`src/rtl/hdlc_rx_pkg.sv`:
```
package hdlc_rx_pkg;

  localparam logic [15:0] CRC_POLY    = 16'h1021;
  localparam logic [15:0] CRC_PRESET  = 16'hFFFF;
  localparam logic [15:0] CRC_RESIDUE = 16'h1D0F;

  typedef enum logic [1:0] {
    ST_GOOD  = 2'b00,
    ST_BADCK = 2'b01,
    ST_ABORT = 2'b10,
    ST_SHAPE = 2'b11
  } rx_status_t;

  // Advance the CRC by one byte; bit 0 is the bit that arrived first.
  function automatic logic [15:0] crc_step_byte(input logic [15:0] c_in,
                                                input logic [7:0]  d);
    logic [15:0] c;
    logic        fb;
    c = c_in;
    for (int i = 0; i < 8; i++) begin
      fb = c[15] ^ d[i];
      c  = {c[14:0], 1'b0} ^ (fb ? CRC_POLY : 16'h0000);
    end
    return c;
  endfunction

endpackage

```
`src/rtl/hdlc_rx_line.sv`:
```
// Classifies each strobed line bit by the run of ones in front of it.
module hdlc_rx_line #(
  parameter int STUFF_RUN = 5,
  parameter int IDLE_RUN  = 15
) (
  input  logic clk,
  input  logic rst_n,
  input  logic bit_en,
  input  logic bit_in,
  output logic ev_flag,
  output logic ev_data,
  output logic ev_seven,
  output logic line_idle
);

  localparam int FLAG_RUN  = STUFF_RUN + 1;
  localparam int ONES_W    = $clog2(IDLE_RUN + 1);

  logic [ONES_W-1:0] ones_q, ones_d;
  logic              idle_q, idle_d;
  logic              run_stuff, run_flag;

  assign run_stuff = (ones_q == ONES_W'(STUFF_RUN));
  assign run_flag  = (ones_q == ONES_W'(FLAG_RUN));

  always_comb begin
    ev_flag  = bit_en && !bit_in && run_flag;
    ev_seven = bit_en &&  bit_in && run_flag;
    ev_data  = bit_en && (bit_in ? (ones_q < ONES_W'(STUFF_RUN))
                                 : (!run_stuff && !run_flag));
  end

  always_comb begin
    ones_d = ones_q;
    idle_d = idle_q;
    if (bit_en) begin
      if (bit_in) begin
        if (ones_q != ONES_W'(IDLE_RUN)) ones_d = ones_q + 1'b1;
        if (ones_q == ONES_W'(IDLE_RUN - 1)) idle_d = 1'b1;
      end else begin
        ones_d = '0;
        if (run_flag) idle_d = 1'b0;
      end
    end
  end

  always_ff @(posedge clk or negedge rst_n) begin
    if (!rst_n) begin
      ones_q <= '0;
      idle_q <= 1'b0;
    end else begin
      ones_q <= ones_d;
      idle_q <= idle_d;
    end
  end

  assign line_idle = idle_q;

endmodule

```
`src/rtl/hdlc_rx_crc.sv`:
```
// Byte-wise CRC register, updated once per completed byte.
module hdlc_rx_crc
  import hdlc_rx_pkg::*;
(
  input  logic        clk,
  input  logic        rst_n,
  input  logic        crc_clr,
  input  logic        crc_upd,
  input  logic [7:0]  crc_din,
  output logic [15:0] crc_val
);

  logic [15:0] crc_q, crc_d;

  always_comb begin
    crc_d = crc_q;
    if (crc_clr)      crc_d = CRC_PRESET;
    else if (crc_upd) crc_d = crc_step_byte(crc_q, crc_din);
  end

  always_ff @(posedge clk or negedge rst_n) begin
    if (!rst_n) crc_q <= CRC_PRESET;
    else        crc_q <= crc_d;
  end

  assign crc_val = crc_q;

endmodule

```
`src/rtl/hdlc_rx_frame.sv`:
```
// Frame tracking, byte packing, holding buffer and end-of-frame verdict.
module hdlc_rx_frame
  import hdlc_rx_pkg::*;
#(
  parameter int FCS_BYTES  = 2,
  parameter int MIN_DATA   = 2,
  parameter int FLAG_TAIL  = 6
) (
  input  logic        clk,
  input  logic        rst_n,
  input  logic        ev_flag,
  input  logic        ev_data,
  input  logic        ev_seven,
  input  logic        bit_in,
  input  logic [15:0] crc_val,
  output logic        crc_clr,
  output logic        crc_upd,
  output logic [7:0]  crc_din,
  output logic [7:0]  rx_data,
  output logic        rx_valid,
  output logic        rx_first,
  output logic        rx_last,
  output logic        frame_done,
  output logic [1:0]  frame_status,
  output logic        abort_pulse
);

  localparam int HOLD_BYTES = FCS_BYTES + 1;
  localparam int MIN_BYTES  = MIN_DATA + FCS_BYTES;
  localparam int HC_W       = $clog2(HOLD_BYTES + 1);
  localparam int NB_W       = $clog2(MIN_BYTES + 1);

  logic              in_frame_q, in_frame_d;
  logic [2:0]        accn_q, accn_d;
  logic [7:0]        acc_q, acc_d;
  logic [7:0]        hold_q [HOLD_BYTES];
  logic [7:0]        hold_d [HOLD_BYTES];
  logic [HC_W-1:0]   hcnt_q, hcnt_d;
  logic [NB_W-1:0]   nbyte_q, nbyte_d;
  logic              fpend_q, fpend_d;

  logic              valid_q, valid_d;
  logic              first_q, first_d;
  logic              last_q, last_d;
  logic              done_q, done_d;
  logic              abort_q, abort_d;
  logic [1:0]        status_q, status_d;
  logic [7:0]        data_q, data_d;

  logic [7:0]        new_byte;
  logic              frame_empty, shape_bad;

  assign new_byte    = {bit_in, acc_q[7:1]};
  assign frame_empty = (nbyte_q == '0) && (accn_q == 3'(FLAG_TAIL));
  assign shape_bad   = (accn_q != 3'(FLAG_TAIL)) || (nbyte_q < NB_W'(MIN_BYTES));
  assign crc_din     = new_byte;

  always_comb begin
    in_frame_d = in_frame_q;
    accn_d     = accn_q;
    acc_d      = acc_q;
    hold_d     = hold_q;
    hcnt_d     = hcnt_q;
    nbyte_d    = nbyte_q;
    fpend_d    = fpend_q;
    valid_d    = 1'b0;
    first_d    = 1'b0;
    last_d     = 1'b0;
    done_d     = 1'b0;
    abort_d    = 1'b0;
    status_d   = status_q;
    data_d     = data_q;
    crc_clr    = 1'b0;
    crc_upd    = 1'b0;

    if (ev_flag) begin
      if (in_frame_q && !frame_empty) begin
        done_d = 1'b1;
        if (shape_bad) begin
          status_d = ST_SHAPE;
        end else begin
          valid_d  = 1'b1;
          last_d   = 1'b1;
          first_d  = fpend_q;
          data_d   = hold_q[0];
          status_d = (crc_val == CRC_RESIDUE) ? ST_GOOD : ST_BADCK;
        end
      end
      in_frame_d = 1'b1;
      accn_d     = '0;
      hcnt_d     = '0;
      nbyte_d    = '0;
      fpend_d    = 1'b1;
      crc_clr    = 1'b1;
    end else if (ev_seven && in_frame_q) begin
      if (nbyte_q != '0) begin
        done_d   = 1'b1;
        abort_d  = 1'b1;
        status_d = ST_ABORT;
      end
      in_frame_d = 1'b0;
    end else if (ev_data && in_frame_q) begin
      acc_d  = new_byte;
      accn_d = accn_q + 1'b1;
      if (accn_q == 3'd7) begin
        crc_upd = 1'b1;
        if (nbyte_q != NB_W'(MIN_BYTES)) nbyte_d = nbyte_q + 1'b1;
        if (hcnt_q == HC_W'(HOLD_BYTES)) begin
          valid_d = 1'b1;
          data_d  = hold_q[0];
          first_d = fpend_q;
          fpend_d = 1'b0;
          for (int k = 0; k < HOLD_BYTES - 1; k++) hold_d[k] = hold_q[k+1];
          hold_d[HOLD_BYTES-1] = new_byte;
        end else begin
          hold_d[hcnt_q] = new_byte;
          hcnt_d         = hcnt_q + 1'b1;
        end
      end
    end
  end

  always_ff @(posedge clk or negedge rst_n) begin
    if (!rst_n) begin
      in_frame_q <= 1'b0;
      accn_q     <= '0;
      hcnt_q     <= '0;
      nbyte_q    <= '0;
      fpend_q    <= 1'b1;
      valid_q    <= 1'b0;
      first_q    <= 1'b0;
      last_q     <= 1'b0;
      done_q     <= 1'b0;
      abort_q    <= 1'b0;
      status_q   <= ST_GOOD;
    end else begin
      in_frame_q <= in_frame_d;
      accn_q     <= accn_d;
      hcnt_q     <= hcnt_d;
      nbyte_q    <= nbyte_d;
      fpend_q    <= fpend_d;
      valid_q    <= valid_d;
      first_q    <= first_d;
      last_q     <= last_d;
      done_q     <= done_d;
      abort_q    <= abort_d;
      status_q   <= status_d;
    end
  end

  // Datapath registers carry no reset; they are qualified by the flags above.
  always_ff @(posedge clk) begin
    acc_q  <= acc_d;
    hold_q <= hold_d;
    data_q <= data_d;
  end

  assign rx_data      = data_q;
  assign rx_valid     = valid_q;
  assign rx_first     = first_q;
  assign rx_last      = last_q;
  assign frame_done   = done_q;
  assign frame_status = status_q;
  assign abort_pulse  = abort_q;

endmodule

```
`src/rtl/hdlc_rx.sv`:
```
module hdlc_rx #(
  parameter int STUFF_RUN = 5,
  parameter int IDLE_RUN  = 15,
  parameter int FCS_BYTES = 2,
  parameter int MIN_DATA  = 2
) (
  input  logic       clk,
  input  logic       rst_n,
  input  logic       bit_en,
  input  logic       bit_in,
  output logic [7:0] rx_data,
  output logic       rx_valid,
  output logic       rx_first,
  output logic       rx_last,
  output logic       frame_done,
  output logic [1:0] frame_status,
  output logic       abort_pulse,
  output logic       line_idle
);

  localparam int FLAG_TAIL = STUFF_RUN + 1;

  logic [1:0]  rst_pipe;
  logic        rst_sync_n;
  logic        ev_flag, ev_data, ev_seven;
  logic        crc_clr, crc_upd;
  logic [7:0]  crc_din;
  logic [15:0] crc_val;

  always_ff @(posedge clk or negedge rst_n) begin
    if (!rst_n) rst_pipe <= 2'b00;
    else        rst_pipe <= {rst_pipe[0], 1'b1};
  end
  assign rst_sync_n = rst_pipe[1];

  hdlc_rx_line #(
    .STUFF_RUN (STUFF_RUN),
    .IDLE_RUN  (IDLE_RUN)
  ) line_i (
    .clk       (clk),
    .rst_n     (rst_sync_n),
    .bit_en    (bit_en),
    .bit_in    (bit_in),
    .ev_flag   (ev_flag),
    .ev_data   (ev_data),
    .ev_seven  (ev_seven),
    .line_idle (line_idle)
  );

  hdlc_rx_crc crc_i (
    .clk     (clk),
    .rst_n   (rst_sync_n),
    .crc_clr (crc_clr),
    .crc_upd (crc_upd),
    .crc_din (crc_din),
    .crc_val (crc_val)
  );

  hdlc_rx_frame #(
    .FCS_BYTES (FCS_BYTES),
    .MIN_DATA  (MIN_DATA),
    .FLAG_TAIL (FLAG_TAIL)
  ) frame_i (
    .clk          (clk),
    .rst_n        (rst_sync_n),
    .ev_flag      (ev_flag),
    .ev_data      (ev_data),
    .ev_seven     (ev_seven),
    .bit_in       (bit_in),
    .crc_val      (crc_val),
    .crc_clr      (crc_clr),
    .crc_upd      (crc_upd),
    .crc_din      (crc_din),
    .rx_data      (rx_data),
    .rx_valid     (rx_valid),
    .rx_first     (rx_first),
    .rx_last      (rx_last),
    .frame_done   (frame_done),
    .frame_status (frame_status),
    .abort_pulse  (abort_pulse)
  );

endmodule

```
`config.mk`:
```
export PLATFORM = sky130hd
export DESIGN_NAME = hdlc_rx
export DESIGN_NICKNAME = d
export VERILOG_FILES = /design/src/rtl/hdlc_rx_pkg.sv /design/src/rtl/hdlc_rx_line.sv /design/src/rtl/hdlc_rx_crc.sv /design/src/rtl/hdlc_rx_frame.sv /design/src/rtl/hdlc_rx.sv
export SDC_FILE = /design/constraint.sdc
export NUM_CORES = 1
export LEC_CHECK = 0
export CAP_MARGIN = 20
export CORE_UTILIZATION = 30
export DETAILED_ROUTE_END_ITERATION = 10
export GPL_ROUTABILITY_DRIVEN = 1
export PLACE_DENSITY = 0.45
export SYNTH_ARGS = -nofsm -noshare
export SYNTH_HDL_FRONTEND = slang
export SYNTH_SLANG_ARGS = --single-unit
```
`constraint.sdc`:
```
create_clock -name clk -period 1.5 [get_ports clk]
set_clock_uncertainty 0.05 [all_clocks]
set_input_delay 0.3 -clock clk [delete_from_list [all_inputs] [get_ports clk]]
set_output_delay 0.3 -clock clk [all_outputs]
set_load 0.02 [all_outputs]
```
==> impl.org <==
** Status
- The run finished, with violations left.
- The final reports fail on setup timing.

** Detailed routing
- The detailed router finished its first iteration with 100 violations.
- DR DRC count :: 0
- After detailed routing, the average wire length per cell comes to 14.3 um.
- Across all layers, the routed design uses 2586 vias.
- Total routed wirelength :: 8310 um
- After detailed routing, the number of vias per cell comes to 4.44.
- The first detailed-routing pass ran for 4 iterations.
- Once detail routing completed, the nets flagged for antenna violations numbered 0.

** Clock network
- Clock tree from TritonCTS :: yes
- Hold repair after CTS inserted 0 buffers.
- The clock net in this run drives a total of 79 sinks.
- Insertion delay of the later-clocked pin in the worst-skew pair :: 340 ps
- In this run the number of H-tree levels came out at 3.
- The clock passes through at most 2 buffers.
- CTS Buf Count :: 9
- The tree is rooted in a sky130_fd_sc_hd__clkbuf_16.
- Clock-pin slew was measured on the worst setup and hold paths at 60 ps.

** Timing
- In this run the tightest slew margin relative to its limit is 0.654.
- RSZ-0062 raised after global routing :: true
- The worst path in the final design needs a cycle of 1970 ps, including I/O delays and setup.
- At the pin with the least slew margin, the transition time is 519 ps.
- Final hold vios :: 0
- Based on the critical path, the design can be clocked at up to 0.507 GHz.
- After layout, the worst setup slack is -474 ps.
- Setup violations remaining at the end of the flow were counted as 70.
- Period utilisation layout :: 1.32
- Number of max-slew violations in the final report :: 0

** Layout
- In the final design database the tool counted 427 nets.
- In the final layout, the multi-input gates occupy 1730 sq um.
- Compared with the post-synthesis result, the final layout area differs by 42.3%.
- The filler cells instantiated in the layout total 1147.
- Fraction of layout cells with a size suffix above 1 :: 0.448
- Post-route insts no fill :: 583
- Register area :: 2190 sq um
- At the end of the flow the core is filled with cells to 0.446.
- After routing the design area is 5470 sq um.
- Number of inserted diodes :: 0

** Logic synthesis
- Most instantiated library cell after synthesis :: sky130_fd_sc_hd__edfxtp_1
- Yosys reg bits :: 79
- For this run, the leading register cell type out of synthesis is sky130_fd_sc_hd__edfxtp_1.
- Number of instances in the synthesized netlist :: 303
- A synthesized cell averages 12.7 sq um.
- Yosys warning count :: 0
- After synthesis, the netlist uses 53 different library cells.
- Synth top cells by count :: sky130_fd_sc_hd__edfxtp_1, sky130_fd_sc_hd__nand2_1, sky130_fd_sc_hd__dfrtp_1
- Synthesized net count :: 320
- Sorting the synthesized cells by area gives the leading types as sky130_fd_sc_hd__edfxtp_1, sky130_fd_sc_hd__dfrtp_1, sky130_fd_sc_hd__dfstp_2.
- Counting flops with an async set or reset pin after synthesis yields a share of 0.506.
- Number of synthesized flops with an enable pin :: 39
- Mapped cell area :: 3840 sq um
- The share of the Yosys chip area taken by registers is 0.571.
- Share of the synthesized area in the top cell type :: 0.305
- The biggest area contributor in the post-synthesis netlist is sky130_fd_sc_hd__edfxtp_1.

** Floorplanning
- Core area :: 12300 sq um
- The initialized floorplan defines 40 standard-cell rows.
- Overall die area :: 13300 sq um
- Starting density of the core :: 0.313
- Pin placement for this block handled 20 I/O pins.
- Die H :: 115 um
- Horizontal die dimension :: 115 um

** Global routing
- Wire length of the first global-routing pass :: 13800 um
- Entering global routing, the biggest net connects 39 pins.
- The via count of the first global-routing pass came to 2682.
- After global routing the overflow that remains totals 0.
- Overall track demand over capacity in global routing :: 0.139
- Number of antenna violations at the first check in global routing :: 0

** Placed design
- The placed instances occupy a cell area of 4810 sq um.
- Dpl hpwl :: 5910 um
- Buffers placed on the I/O ports in this run total 19.
- Once placement completed, the tool counted placed cells totaling 551.
- Final estimated routing congestion in global placement :: 0.756

** Critical path
- At the worst endpoint, the arrival time is 1960 ps.
- CP max FO :: 8
- Data on the critical path is required at its endpoint by 1490 ps.
- Critical path start-end classification :: reg2reg
- STA classifies the critical path endpoint as a flip-flop.
- Startpoint kind of the worst setup timing path :: flip-flop

** Worst hold path
- The tightest min-delay check is of the in2async type.

** Power and ir drop
- For this design the static power due to leakage is 2.31 nW.
- Across the VDD grid, the largest voltage drop is 684 uV.
- Ratio of total power to cell area :: 1240 nW/um^2

** Flow run
- Across the run, the number of max-cap violations was 0.
-- power breakdown --
| group | leakage (nW) | internal (W) | switching (W) |
|---|---|---|---|
| clock | 0.136 | 0.00115 | 0.000946 |
| sequential | 0.818 | 0.00258 | 0.000146 |
| combinational | 1.35 | 0.00111 | 0.000851 |
-- worst max-delay path: stages (launching register included) --
cell	delay [ps]
sky130_fd_sc_hd__dfrtp_1	390
sky130_fd_sc_hd__inv_2	80
sky130_fd_sc_hd__ha_4	180
sky130_fd_sc_hd__or2_4	240
sky130_fd_sc_hd__a21oi_4	170
sky130_fd_sc_hd__buf_6	120
sky130_fd_sc_hd__nand4_1	230
sky130_fd_sc_hd__nand2_4	210
-- layout by cell type (no fill, tap or decap), drive strengths merged, types with 4 or more instances in the layout --
cell type / n
a21boi: 5
a21oi: 14
a22o: 16
and2: 7
buf: 92
clkbuf: 9
dfrtp: 23
dfstp: 17
dlygate4sd2: 16
edfxtp: 39
ha: 13
inv: 14
mux2: 18
mux2i: 8
nand2: 26
nand3: 7
nor2: 13
nor2b: 8
o21ai: 9
xnor2: 14
xor2: 4
-- layout make-up --
type | instances | share of cell area
well taps | 168 | 0.0384
repair buffers | 111 | 0.181
multi-input cells | 197 | 0.317
clock buffers | 9 | 0.0412
inverters | 12 | 0.00938
flip-flops and latches | 79 | 0.401
clock inverters | 7 | 0.0117
-- path summary, 6_finish.rpt --
| path | cells past startpoint | slack, ps | end | start |
|---|---|---|---|---|
| min in group clk | 0 | 310 | rst_pipe[1]$_DFF_PN0_ | rst_pipe[0]$_DFF_PN0_ |
| max in group asynchronous | 1 | 760 | crc_i.crc_val[13]$_DFFE_PN1P_ | rst_pipe[1]$_DFF_PN0_ |
| worst min register to register | 1 | 260 | line_i.line_idle$_DFFE_PN0P_ | rst_pipe[1]$_DFF_PN0_ |
| worst max register to register | 7 | -470 | frame_i.rx_data[3]$_DFFE_PP_ | line_i.ones_q[0]$_DFFE_PN0P_ |
| worst min-delay path | 1 | 70 | rst_pipe[0]$_DFF_PN0_ | rst_n |
| worst max-delay path | 7 | -470 | frame_i.rx_data[3]$_DFFE_PP_ | line_i.ones_q[0]$_DFFE_PN0P_ |
-- stage by stage --
stage | total power [W] | hold WS [ps] | setup WS (ps) | setup TNS (ps)
floorplan | 0.00387 | -45.6 | -439 | -18790
global placement | 0.00457 | 275 | -619 | -39690
detailed placement | 0.00460 | 282 | -641 | -40570
CTS | 0.00685 | 50.1 | -479 | -29620
global route | 0.00720 | 62.2 | -553 | -32890
finish | 0.00679 | 68.1 | -474 | -27730
-- timing repair --
item	CTS	global route
cloned	1	0
pin swaps	16	12
resized for setup	60	25
endpoints found under the hold margin	0	0
setup buffers	15	5
setup endpoints to repair	102	91
-- registers in the layout (all words and copies together) (netlist names) --
name,count
frame_i.hold_q,24
frame_i.frame_status,2
rst_pipe,2
frame_i.rx_valid,1
frame_i.acc_q,7
frame_i.rx_data,8
frame_i.frame_done,1
line_i.ones_q,4
crc_i.crc_val,16
frame_i.hcnt_q,2
frame_i.fpend_q,1
line_i.line_idle,1
frame_i.rx_last,1
frame_i.rx_first,1
frame_i.accn_q,3
frame_i.abort_pulse,1
frame_i.nbyte_q,3
frame_i.in_frame_q,1
-- layer usage --
metal	GRT usage	share of wire	vias up
met3	0.0332	0.017	9
met2	0.224	0.47	22
met1	0.183	0.50	1245
li1	-	-	1310
met5	0	0	-
met4	0.0468	0.013	0
-- logic make-up after synthesis --
family                     Yosys count  synth area share
AOI/OAI and AO/OA                   62             0.116
xor gates and xnor gates            19            0.0469
adders and majority gates           13            0.0423
buffers and inverters               27            0.0361
DFF                                 79             0.571
muxes                               26            0.0824
other                                1          0.000976
and+or+nand+nor                     76             0.105
Power figures use the tool's default switching activity.
